===== src/rtl/exc_order_pkg.sv =====
package exc_order_pkg;

    // Fault-reporting stages: 0 fetch, 1 decode, 2 execute, 3 memory.
    localparam int FLT_STAGES = 4;
    localparam int STG_MEM    = FLT_STAGES - 1;

    typedef enum logic [1:0] {
        ST_RUN    = 2'd0,
        ST_VECTOR = 2'd1,
        ST_RESUME = 2'd2
    } ctl_state_e;

endpackage


===== src/rtl/exc_fault_merge.sv =====
// Folds a stage's fault request into the record of the instruction held there.
// The first fault an instruction collects wins.
module exc_fault_merge #(
    parameter int CAUSE_W = 4
) (
    input  logic               in_valid,
    input  logic               in_exc,
    input  logic [CAUSE_W-1:0] in_cause,
    input  logic               req,
    input  logic [CAUSE_W-1:0] req_cause,
    output logic               out_exc,
    output logic [CAUSE_W-1:0] out_cause
);

    logic new_hit;

    always_comb begin
        new_hit = in_valid & req & ~in_exc;
        out_exc = in_exc | new_hit;
        if (in_exc) begin
            out_cause = in_cause;
        end else if (new_hit) begin
            out_cause = req_cause;
        end else begin
            out_cause = '0;
        end
    end

endmodule


===== src/rtl/exc_stage_slot.sv =====
// One stage boundary of the trap-tracking shadow pipeline.
module exc_stage_slot #(
    parameter int PC_W    = 32,
    parameter int CAUSE_W = 4
) (
    input  logic               clk,
    input  logic               rst_n,
    input  logic               flush,
    input  logic               d_valid,
    input  logic               d_exc,
    input  logic [CAUSE_W-1:0] d_cause,
    input  logic [PC_W-1:0]    d_pc,
    output logic               q_valid,
    output logic               q_exc,
    output logic [CAUSE_W-1:0] q_cause,
    output logic [PC_W-1:0]    q_pc
);

    always_ff @(posedge clk) begin
        if (!rst_n || flush) begin
            q_valid <= 1'b0;
            q_exc   <= 1'b0;
            q_cause <= '0;
            q_pc    <= '0;
        end else begin
            q_valid <= d_valid;
            q_exc   <= d_valid & d_exc;
            q_cause <= d_valid ? d_cause : '0;
            q_pc    <= d_pc;
        end
    end

endmodule


===== src/rtl/exc_commit_ctl.sv =====
// Commit-point control: trap acceptance, return, redirect and saved state.
module exc_commit_ctl
    import exc_order_pkg::*;
#(
    parameter int              PC_W        = 32,
    parameter int              CAUSE_W     = 4,
    parameter logic [PC_W-1:0] HANDLER_VEC = 'h400
) (
    input  logic               clk,
    input  logic               rst_n,
    input  logic               m_valid,
    input  logic               m_exc,
    input  logic [CAUSE_W-1:0] m_cause,
    input  logic [PC_W-1:0]    m_pc,
    input  logic               ret_req,
    output logic               fetch_open,
    output logic               kill,
    output logic               trap_taken,
    output logic               commit_valid,
    output logic [PC_W-1:0]    commit_pc,
    output logic               redirect_valid,
    output logic [PC_W-1:0]    redirect_pc,
    output logic [PC_W-1:0]    epc,
    output logic [CAUSE_W-1:0] ecause
);

    ctl_state_e state_q;
    ctl_state_e state_d;
    logic       in_run;
    logic       take_trap;
    logic       take_ret;

    assign in_run    = (state_q == ST_RUN);
    assign take_trap = in_run & m_valid & m_exc;
    assign take_ret  = in_run & ret_req & ~take_trap;

    // State register together with the saved PC and cause.
    always_ff @(posedge clk) begin
        if (!rst_n) begin
            state_q <= ST_RUN;
            epc     <= '0;
            ecause  <= '0;
        end else begin
            state_q <= state_d;
            if (take_trap) begin
                epc    <= m_pc;
                ecause <= m_cause;
            end
        end
    end

    // Transitions.
    always_comb begin
        state_d = state_q;
        unique case (state_q)
            ST_RUN: begin
                if (take_trap) begin
                    state_d = ST_VECTOR;
                end else if (take_ret) begin
                    state_d = ST_RESUME;
                end
            end
            ST_VECTOR: state_d = ST_RUN;
            ST_RESUME: state_d = ST_RUN;
            default:   state_d = ST_RUN;
        endcase
    end

    // Outputs.
    always_comb begin
        fetch_open     = 1'b0;
        kill           = 1'b0;
        trap_taken     = 1'b0;
        commit_valid   = 1'b0;
        commit_pc      = m_pc;
        redirect_valid = 1'b0;
        redirect_pc    = HANDLER_VEC;
        unique case (state_q)
            ST_RUN: begin
                fetch_open   = 1'b1;
                trap_taken   = take_trap;
                kill         = take_trap | take_ret;
                commit_valid = m_valid & ~m_exc & ~ret_req;
            end
            ST_VECTOR: begin
                redirect_valid = 1'b1;
                redirect_pc    = HANDLER_VEC;
            end
            ST_RESUME: begin
                redirect_valid = 1'b1;
                redirect_pc    = epc;
            end
            default: begin
                redirect_valid = 1'b0;
            end
        endcase
    end

endmodule


===== src/rtl/exc_order_unit.sv =====
module exc_order_unit
    import exc_order_pkg::*;
#(
    parameter int              PC_W        = 32,
    parameter int              CAUSE_W     = 4,
    parameter logic [PC_W-1:0] HANDLER_VEC = 'h400
) (
    input  logic                          clk,
    input  logic                          rst_n,
    input  logic                          fetch_valid,
    input  logic [PC_W-1:0]               fetch_pc,
    input  logic [FLT_STAGES-1:0]         fault_req,
    input  logic [FLT_STAGES*CAUSE_W-1:0] fault_cause,
    input  logic                          ret_req,
    output logic                          commit_valid,
    output logic [PC_W-1:0]               commit_pc,
    output logic                          kill,
    output logic                          trap_taken,
    output logic                          redirect_valid,
    output logic [PC_W-1:0]               redirect_pc,
    output logic [PC_W-1:0]               epc,
    output logic [CAUSE_W-1:0]            ecause
);

    // Record held in each stage (index 0 is the fetch input itself).
    logic [FLT_STAGES-1:0]              st_valid;
    logic [FLT_STAGES-1:0]              st_exc;
    logic [FLT_STAGES-1:0][CAUSE_W-1:0] st_cause;
    logic [FLT_STAGES-1:0][PC_W-1:0]    st_pc;
    // Record after folding in that stage's own fault request.
    logic [FLT_STAGES-1:0]              mg_exc;
    logic [FLT_STAGES-1:0][CAUSE_W-1:0] mg_cause;

    logic               fetch_open;
    logic               mem_valid;
    logic               mem_exc;
    logic [CAUSE_W-1:0] mem_cause;
    logic [PC_W-1:0]    mem_pc;

    assign st_valid[0] = fetch_valid & fetch_open;
    assign st_exc[0]   = 1'b0;
    assign st_cause[0] = '0;
    assign st_pc[0]    = fetch_pc;

    for (genvar k = 0; k < FLT_STAGES; k++) begin : g_stage
        exc_fault_merge #(
            .CAUSE_W (CAUSE_W)
        ) u_merge (
            .in_valid  (st_valid[k]),
            .in_exc    (st_exc[k]),
            .in_cause  (st_cause[k]),
            .req       (fault_req[k]),
            .req_cause (fault_cause[k*CAUSE_W +: CAUSE_W]),
            .out_exc   (mg_exc[k]),
            .out_cause (mg_cause[k])
        );
        if (k < STG_MEM) begin : g_slot
            exc_stage_slot #(
                .PC_W    (PC_W),
                .CAUSE_W (CAUSE_W)
            ) u_slot (
                .clk     (clk),
                .rst_n   (rst_n),
                .flush   (kill),
                .d_valid (st_valid[k]),
                .d_exc   (mg_exc[k]),
                .d_cause (mg_cause[k]),
                .d_pc    (st_pc[k]),
                .q_valid (st_valid[k+1]),
                .q_exc   (st_exc[k+1]),
                .q_cause (st_cause[k+1]),
                .q_pc    (st_pc[k+1])
            );
        end
    end

    assign mem_valid = st_valid[STG_MEM];
    assign mem_exc   = mg_exc[STG_MEM];
    assign mem_cause = mg_cause[STG_MEM];
    assign mem_pc    = st_pc[STG_MEM];

    exc_commit_ctl #(
        .PC_W        (PC_W),
        .CAUSE_W     (CAUSE_W),
        .HANDLER_VEC (HANDLER_VEC)
    ) u_ctl (
        .clk            (clk),
        .rst_n          (rst_n),
        .m_valid        (mem_valid),
        .m_exc          (mem_exc),
        .m_cause        (mem_cause),
        .m_pc           (mem_pc),
        .ret_req        (ret_req),
        .fetch_open     (fetch_open),
        .kill           (kill),
        .trap_taken     (trap_taken),
        .commit_valid   (commit_valid),
        .commit_pc      (commit_pc),
        .redirect_valid (redirect_valid),
        .redirect_pc    (redirect_pc),
        .epc            (epc),
        .ecause         (ecause)
    );

endmodule


===== config.mk =====
export PLATFORM = sky130hd
export DESIGN_NAME = exc_order_unit
export DESIGN_NICKNAME = d
export VERILOG_FILES = /design/src/rtl/exc_order_pkg.sv /design/src/rtl/exc_fault_merge.sv /design/src/rtl/exc_stage_slot.sv /design/src/rtl/exc_commit_ctl.sv /design/src/rtl/exc_order_unit.sv
export SDC_FILE = /design/constraint.sdc
export NUM_CORES = 1
export LEC_CHECK = 0
export ABC_AREA = 0
export BUFFER_PORTS_ARGS = -buffer_cell sky130_fd_sc_hd__buf_4
export CAP_MARGIN = 30
export CORE_AREA = 2 2 115 117
export CTS_CLUSTER_DIAMETER = 60
export DETAILED_ROUTE_END_ITERATION = 6
export DIE_AREA = 0 0 117 119
export HOLD_SLACK_MARGIN = 0.15
export PLACE_DENSITY = 0.66
export SLEW_MARGIN = 20
export SYNTH_ARGS = -nofsm -noshare
export SYNTH_HDL_FRONTEND = slang
export SYNTH_SLANG_ARGS = --single-unit

===== constraint.sdc =====
create_clock -name clk -period 2.5 [get_ports clk]
set_input_delay 0.375 -clock clk [delete_from_list [all_inputs] [get_ports clk]]
set_output_delay 0.375 -clock clk [all_outputs]
set_load 0.01 [all_outputs]

# Word-level counts from Yosys, hierarchy flattened

Index checks and enable logic that the tools add are counted.

Latch bits: 0
Bits in writable memories: 0
Word-level logic and storage cells: 75
Register bits: 152
Memory bits (read-only): 0
Memories kept: 0

Shift-type cells: 0
Multiplexer cells: 14
Equality and inequality tests: 2
Bitwise logic cells: 33
Add/sub/neg operators: 0
Magnitude comparators: 0
Reductions and logical operators: 10
Multiply operators: 0
Divide/modulo/power cells: 0

Operators with widths:

| operator           | count |
|---|---|
| $mux 32            | 1 |
| $mux 4             | 6 |
| $and 1x1->1        | 17 |
| $not 1->1          | 12 |
| $mux 1             | 7 |
| $reduce_or 2->1    | 3 |
| $reduce_or 3->1    | 2 |
| $or 1x1->1         | 4 |
| $eq 2x1->1 const B | 1 |
| $eq 2x2->1 const B | 1 |
| $logic_not 2->1    | 1 |
| $reduce_and 2->1   | 1 |
| $reduce_bool 2->1  | 1 |
| $logic_not 1->1    | 1 |
| $logic_or 1x1->1   | 1 |

# Logic depth before layout (Yosys ltp)

Depth in word-level cells: 10
Mapped depth: 8
Gate-level depth less buffers: 6

# Cells and area by module

Synthesis repeated with hierarchy kept, for this count alone.

Cell total of the unflattened synthesis: 552
Area, all modules: 5814.3 sq um

By module, submodules not included:

| module          | times used | seq. area each (sq um) | area an instance (sq um) | cells an instance |
|---|---|---|---|---|
| exc_stage_slot  | 3          | 760.7                  | 1164.9                   | 84 |
| exc_commit_ctl  | 1          | 760.7                  | 2024.4                   | 242 |
| exc_fault_merge | 4          | 0.0                    | 71.3                     | 14 |
| exc_order_unit  | 1          | 0.0                    | 10.0                     | 2 |

# Worst setup path before layout

Ideal clock, no wire load.

Kind: reg-to-output
Start point: register u_ctl.state_q[0]
End point: output commit_valid
Buffers on the path: 1
Arrival time: 1.189 ns
Path slack: 0.936 ns
Data required time: 2.125 ns
Stages on the path, launching flop included: 6
Cell sequence: dfxtp_1 inv_1 ha_1 buf_2 nand2_1 nor4_1

Cells in the longest elaborated chain, start to end: 2

RTL lines:

| element                | line                 | source |
|---|---|---|
| from (decl)            | exc_commit_ctl.sv:27 | `ctl_state_e state_q;` |
| from (signal assigned) | exc_commit_ctl.sv:44 | `state_q <= state_d;` |
| $logic_not 2->1        | exc_commit_ctl.sv:78 | `unique case (state_q)` |
| $mux 1                 | exc_commit_ctl.sv:78 |  |
| to (decl)              | exc_order_unit.sv:15 | `output logic commit_valid,` |

No other way between the ends.

# Worst setup path in the final report

Start point: register u_ctl.state_q[0]
End point: output trap_taken

Cells in the longest elaborated chain, start to end: 4

RTL lines:

| element                  | line                                       | source |
|---|---|---|
| $logic_not 2->1 *        | exc_commit_ctl.sv:33, exc_commit_ctl.sv:78 |  |
| $and 1x1->1 (2 in a row) | exc_commit_ctl.sv:34                       | `assign take_trap = in_run & m_valid & m_exc;` |
| $mux 1 *                 | exc_commit_ctl.sv:78                       |  |
| to (decl)                | exc_order_unit.sv:18                       | `output logic trap_taken,` |

Every way passes the cells marked *; elsewhere a longest branch is shown, timed or not.

==> flow_summary.yaml <==
setup_path:
  cp-start-kind: "register"
  max_stage_delay_ns: 0.45
  rrSetupSlack_ns: 0.67
  cpMaxStageDelayCell: "ha_1"
  cpLargestDelayFamily: "buffers and inverters"
  critPathMaxFanout: 14
  reg2reg_depth: 6
  crit_start: "u_ctl.state_q[0]"
  cp_cell_sequence: "inv_1 > ha_1 > o211ai_4 > inv_2 > buf_4"
  r2r_end: "g_stage[1].g_slot.u_slot.q_cause[1]"
  r2r-start: "u_ctl.state_q[0]"
  cp.depth: 5
  crit_end: "trap_taken"
  path_buf_inv: 3
  cp-end-kind: "primary output"
  cp.required_ns: 2.12
  worst-setup-path-type: "register to primary output"
  worstPathArrival_ns: 1.85
detailed_routing:
  avgRoutedWirePerCell_um: 12.7
  ant_nets: 0
  vias: 3684
  drcViolationCount: 0
  dr.pass1.iters: 4
  drt_iter0_drc: 161
  routed_via_density: 4.53
  wirelength_um: 10300
timing:
  setup_viol: 0
  finalHoldViolCount: 0
  tightest_slew_ns: 0.493
  period_share_pct: 89.1
  rsz0062_at_grt: "false"
  final.setup.tns_ns: 0
  report.final.slew_viol_count: 0
  max_slew_margin_pct: 67.1
  max_freq_ghz: 0.449
  min_period_ns: 2.23
  clock-skew-final_ns: 0.00569
synthesis:
  ys_async_sr_fraction_pct: 0
  synth_top_family_by_area: "simple AND/OR/NAND/NOR gates"
  yosysMostFrequentCell: "dfxtp_1"
  synth_xor_area_share_pct: 0
  ys_warn_count: 0
  muxShareOfSynthArea_pct: 0
  ys_ff_latch: 152
  synth_area_leader_cell: "dfxtp_1"
  ys_top_cells_by_count: "dfxtp_1 (152), and3_1 (89), nand2_1 (69), and2_1 (35), a21boi_0 (24)"
  synth-simple-area-share_pct: 24.7
  syn-cell-area_um2: 4950
  syn_nets: 536
  synth_cells: 478
  ys.flop_type: "dfxtp_1"
  synth.area.top_cells: "dfxtp_1 (61%), and3_1 (11%), nand2_1 (5.2%)"
  yosysSeqAreaShare_pct: 61.4
  avgSynthCellArea_um2: 10.4
  yosys.area_share.adder_pct: 0.505
  synth_cell_types: 33
  yosysTopAreaCellShare_pct: 61.4
  synth_compound_area_share_pct: 8.64
  synth_edf_count: 0
clock_tree:
  cts_setup_buffers: 0
  clk-insertion-delay-late_ns: 0.41
  clock_path_buffers: 2
  cts_root_buf: "clkbuf_16"
  clock_sinks: 152
  htreeDepth: 4
  cts-buffers-inserted: 17
  clk_pin_slew_ns: 0.06
  cts_hold_buf: 0
  cts_resized: 0
  cts_tree: "built"
floorplanning:
  io_pins: 160
  start_util_pct: 38.5
  die_h_um: 119
  rows: 42
  dieArea_um2: 13900
  die_width_um: 117
  coreArea_um2: 12900
layout:
  fill_cells: 1163
  area_delta_synth_final_pct: 36.9
  final_net_count: 684
  diodes: 0
  drive_gt1_share_pct: 32.8
  utilization_pct: 52.7
  finalNonFillerCells: 814
pwr:
  finalPower_mw: 5.05
  power.density_nw_per_um2: 744
  irDropWorstVdd_v: 0.000470
  p_leak_nw: 3.25
place:
  gp_congestion: 0.713
  hpwlAfterDp_um: 7200
  placed_cells: 783
  portBuffers: 159
grt:
  grt_pass1_vias: 3451
  gr-total-overflow: 0
  track_usage_pct: 15.2
  grt_first_pass_wirelength_um: 16400
  antenna_found_initial: 0
  grt_max_degree: 63
hold_path:
  holdPathStages: 2
  holdCritPathClass: "primary input to register"
job:
  maxCapViolCount: 0
status:
  status: "finished, final reports clean"
[through the flow]
step	setup slack [ns]	area [um^2]	hold slack (ns)
after floorplan	0.936	4950	0.437
after detailed placement	0.653	6240	0.444
after CTS	0.225	6780	0.152
final	0.272	6780	0.172
after global routing	0.109	6780	0.156
after global placement	0.717	6240	0.439
[placed cells by master, fill, tap and decap left out, drive strengths merged, types with 2 or more instances in the layout]
cell type  synthesis  routed
nor2b              2       2
a31oi              4       4
buf               14     166
clkinv             0       8
a21boi            32      32
nor4               2       2
a22oi              8       8
dfxtp            152     152
clkbuf            23      18
and3              96      96
nor2              13      13
nand4              2       2
o22ai              4       4
nand2b             2       2
and2              35      35
inv                7       7
clkinvlp           0       4
nand2             69      69
ha                 2       2
o21ai              5       5
[worst min-delay path by stage]
stage / slack [ns] / startpoint / endpoint
final: 0.17 / fault_cause[1] / g_stage[0].g_slot.u_slot.q_cause[1]
after global routing: 0.16 / fault_cause[0] / g_stage[0].g_slot.u_slot.q_cause[0]
after CTS: 0.15 / fault_cause[1] / g_stage[0].g_slot.u_slot.q_cause[1]
after detailed placement: 0.44 / g_stage[0].g_slot.u_slot.q_pc[17] / g_stage[1].g_slot.u_slot.q_pc[17]
after global placement: 0.44 / g_stage[1].g_slot.u_slot.q_pc[4] / g_stage[2].g_slot.u_slot.q_pc[4]
after floorplan: 0.44 / g_stage[0].g_slot.u_slot.q_pc[0] / g_stage[1].g_slot.u_slot.q_pc[0]
[per-layer routing]
layer / vias to the layer above / wire length, um / global-route usage (%)
li1: 1886 / - / -
met1: 1683 / 4600 / 18.0
met2: 103 / 4960 / 24.4
met3: 12 / 639 / 5.34
met4: 0 / 127 / 7.21
met5: - / 0 / 0
[cell type report]
cell class | count | area [um^2] | share of cell area (%)
multi-input cells | 282 | 1680 | 24.7
flip-flops and latches | 152 | 3040 | 44.9
well taps | 176 | 220 | 3.25
clock buffers | 18 | 439 | 6.47
inverters | 7 | 26.3 | 0.387
repair buffers | 166 | 1270 | 18.7
clock inverters | 13 | 108 | 1.59
[cell families (layout without fill, tap and decap cells)]
family	Yosys count	in the layout
AND/OR/NAND/NOR	224	224
flip-flops	152	152
AO/OA/AOI/OAI	56	56
buffers and inverters	44	204
adder cells (fa/ha/maj)	2	2
[sequential cells by signal, summed over array words and instances (netlist names)]
| register | cells |
|---|---|
| g_stage.g_slot.u_slot.q_valid | 3 |
| u_ctl.epc | 32 |
| g_stage.g_slot.u_slot.q_pc | 96 |
| u_ctl.state_q | 2 |
| g_stage.g_slot.u_slot.q_cause | 12 |
| g_stage.g_slot.u_slot.q_exc | 3 |
| u_ctl.ecause | 4 |
[worst reg2reg max path: stages, from the launching register on]
cell,delay [ns]
dfxtp_1,0.33
inv_1,0.06
ha_1,0.36
o211ai_4,0.16
buf_4,0.39
nand4_1,0.29
nor2_1,0.17
[where the power goes]
part | switching, mW | leakage, nW | internal [mW]
Sequential | 0.0142 | 1.23 | 2.48
Combinational | 0.120 | 1.76 | 0.123
Clock | 0.936 | 0.263 | 1.38
Power figures use the tool's default switching activity.
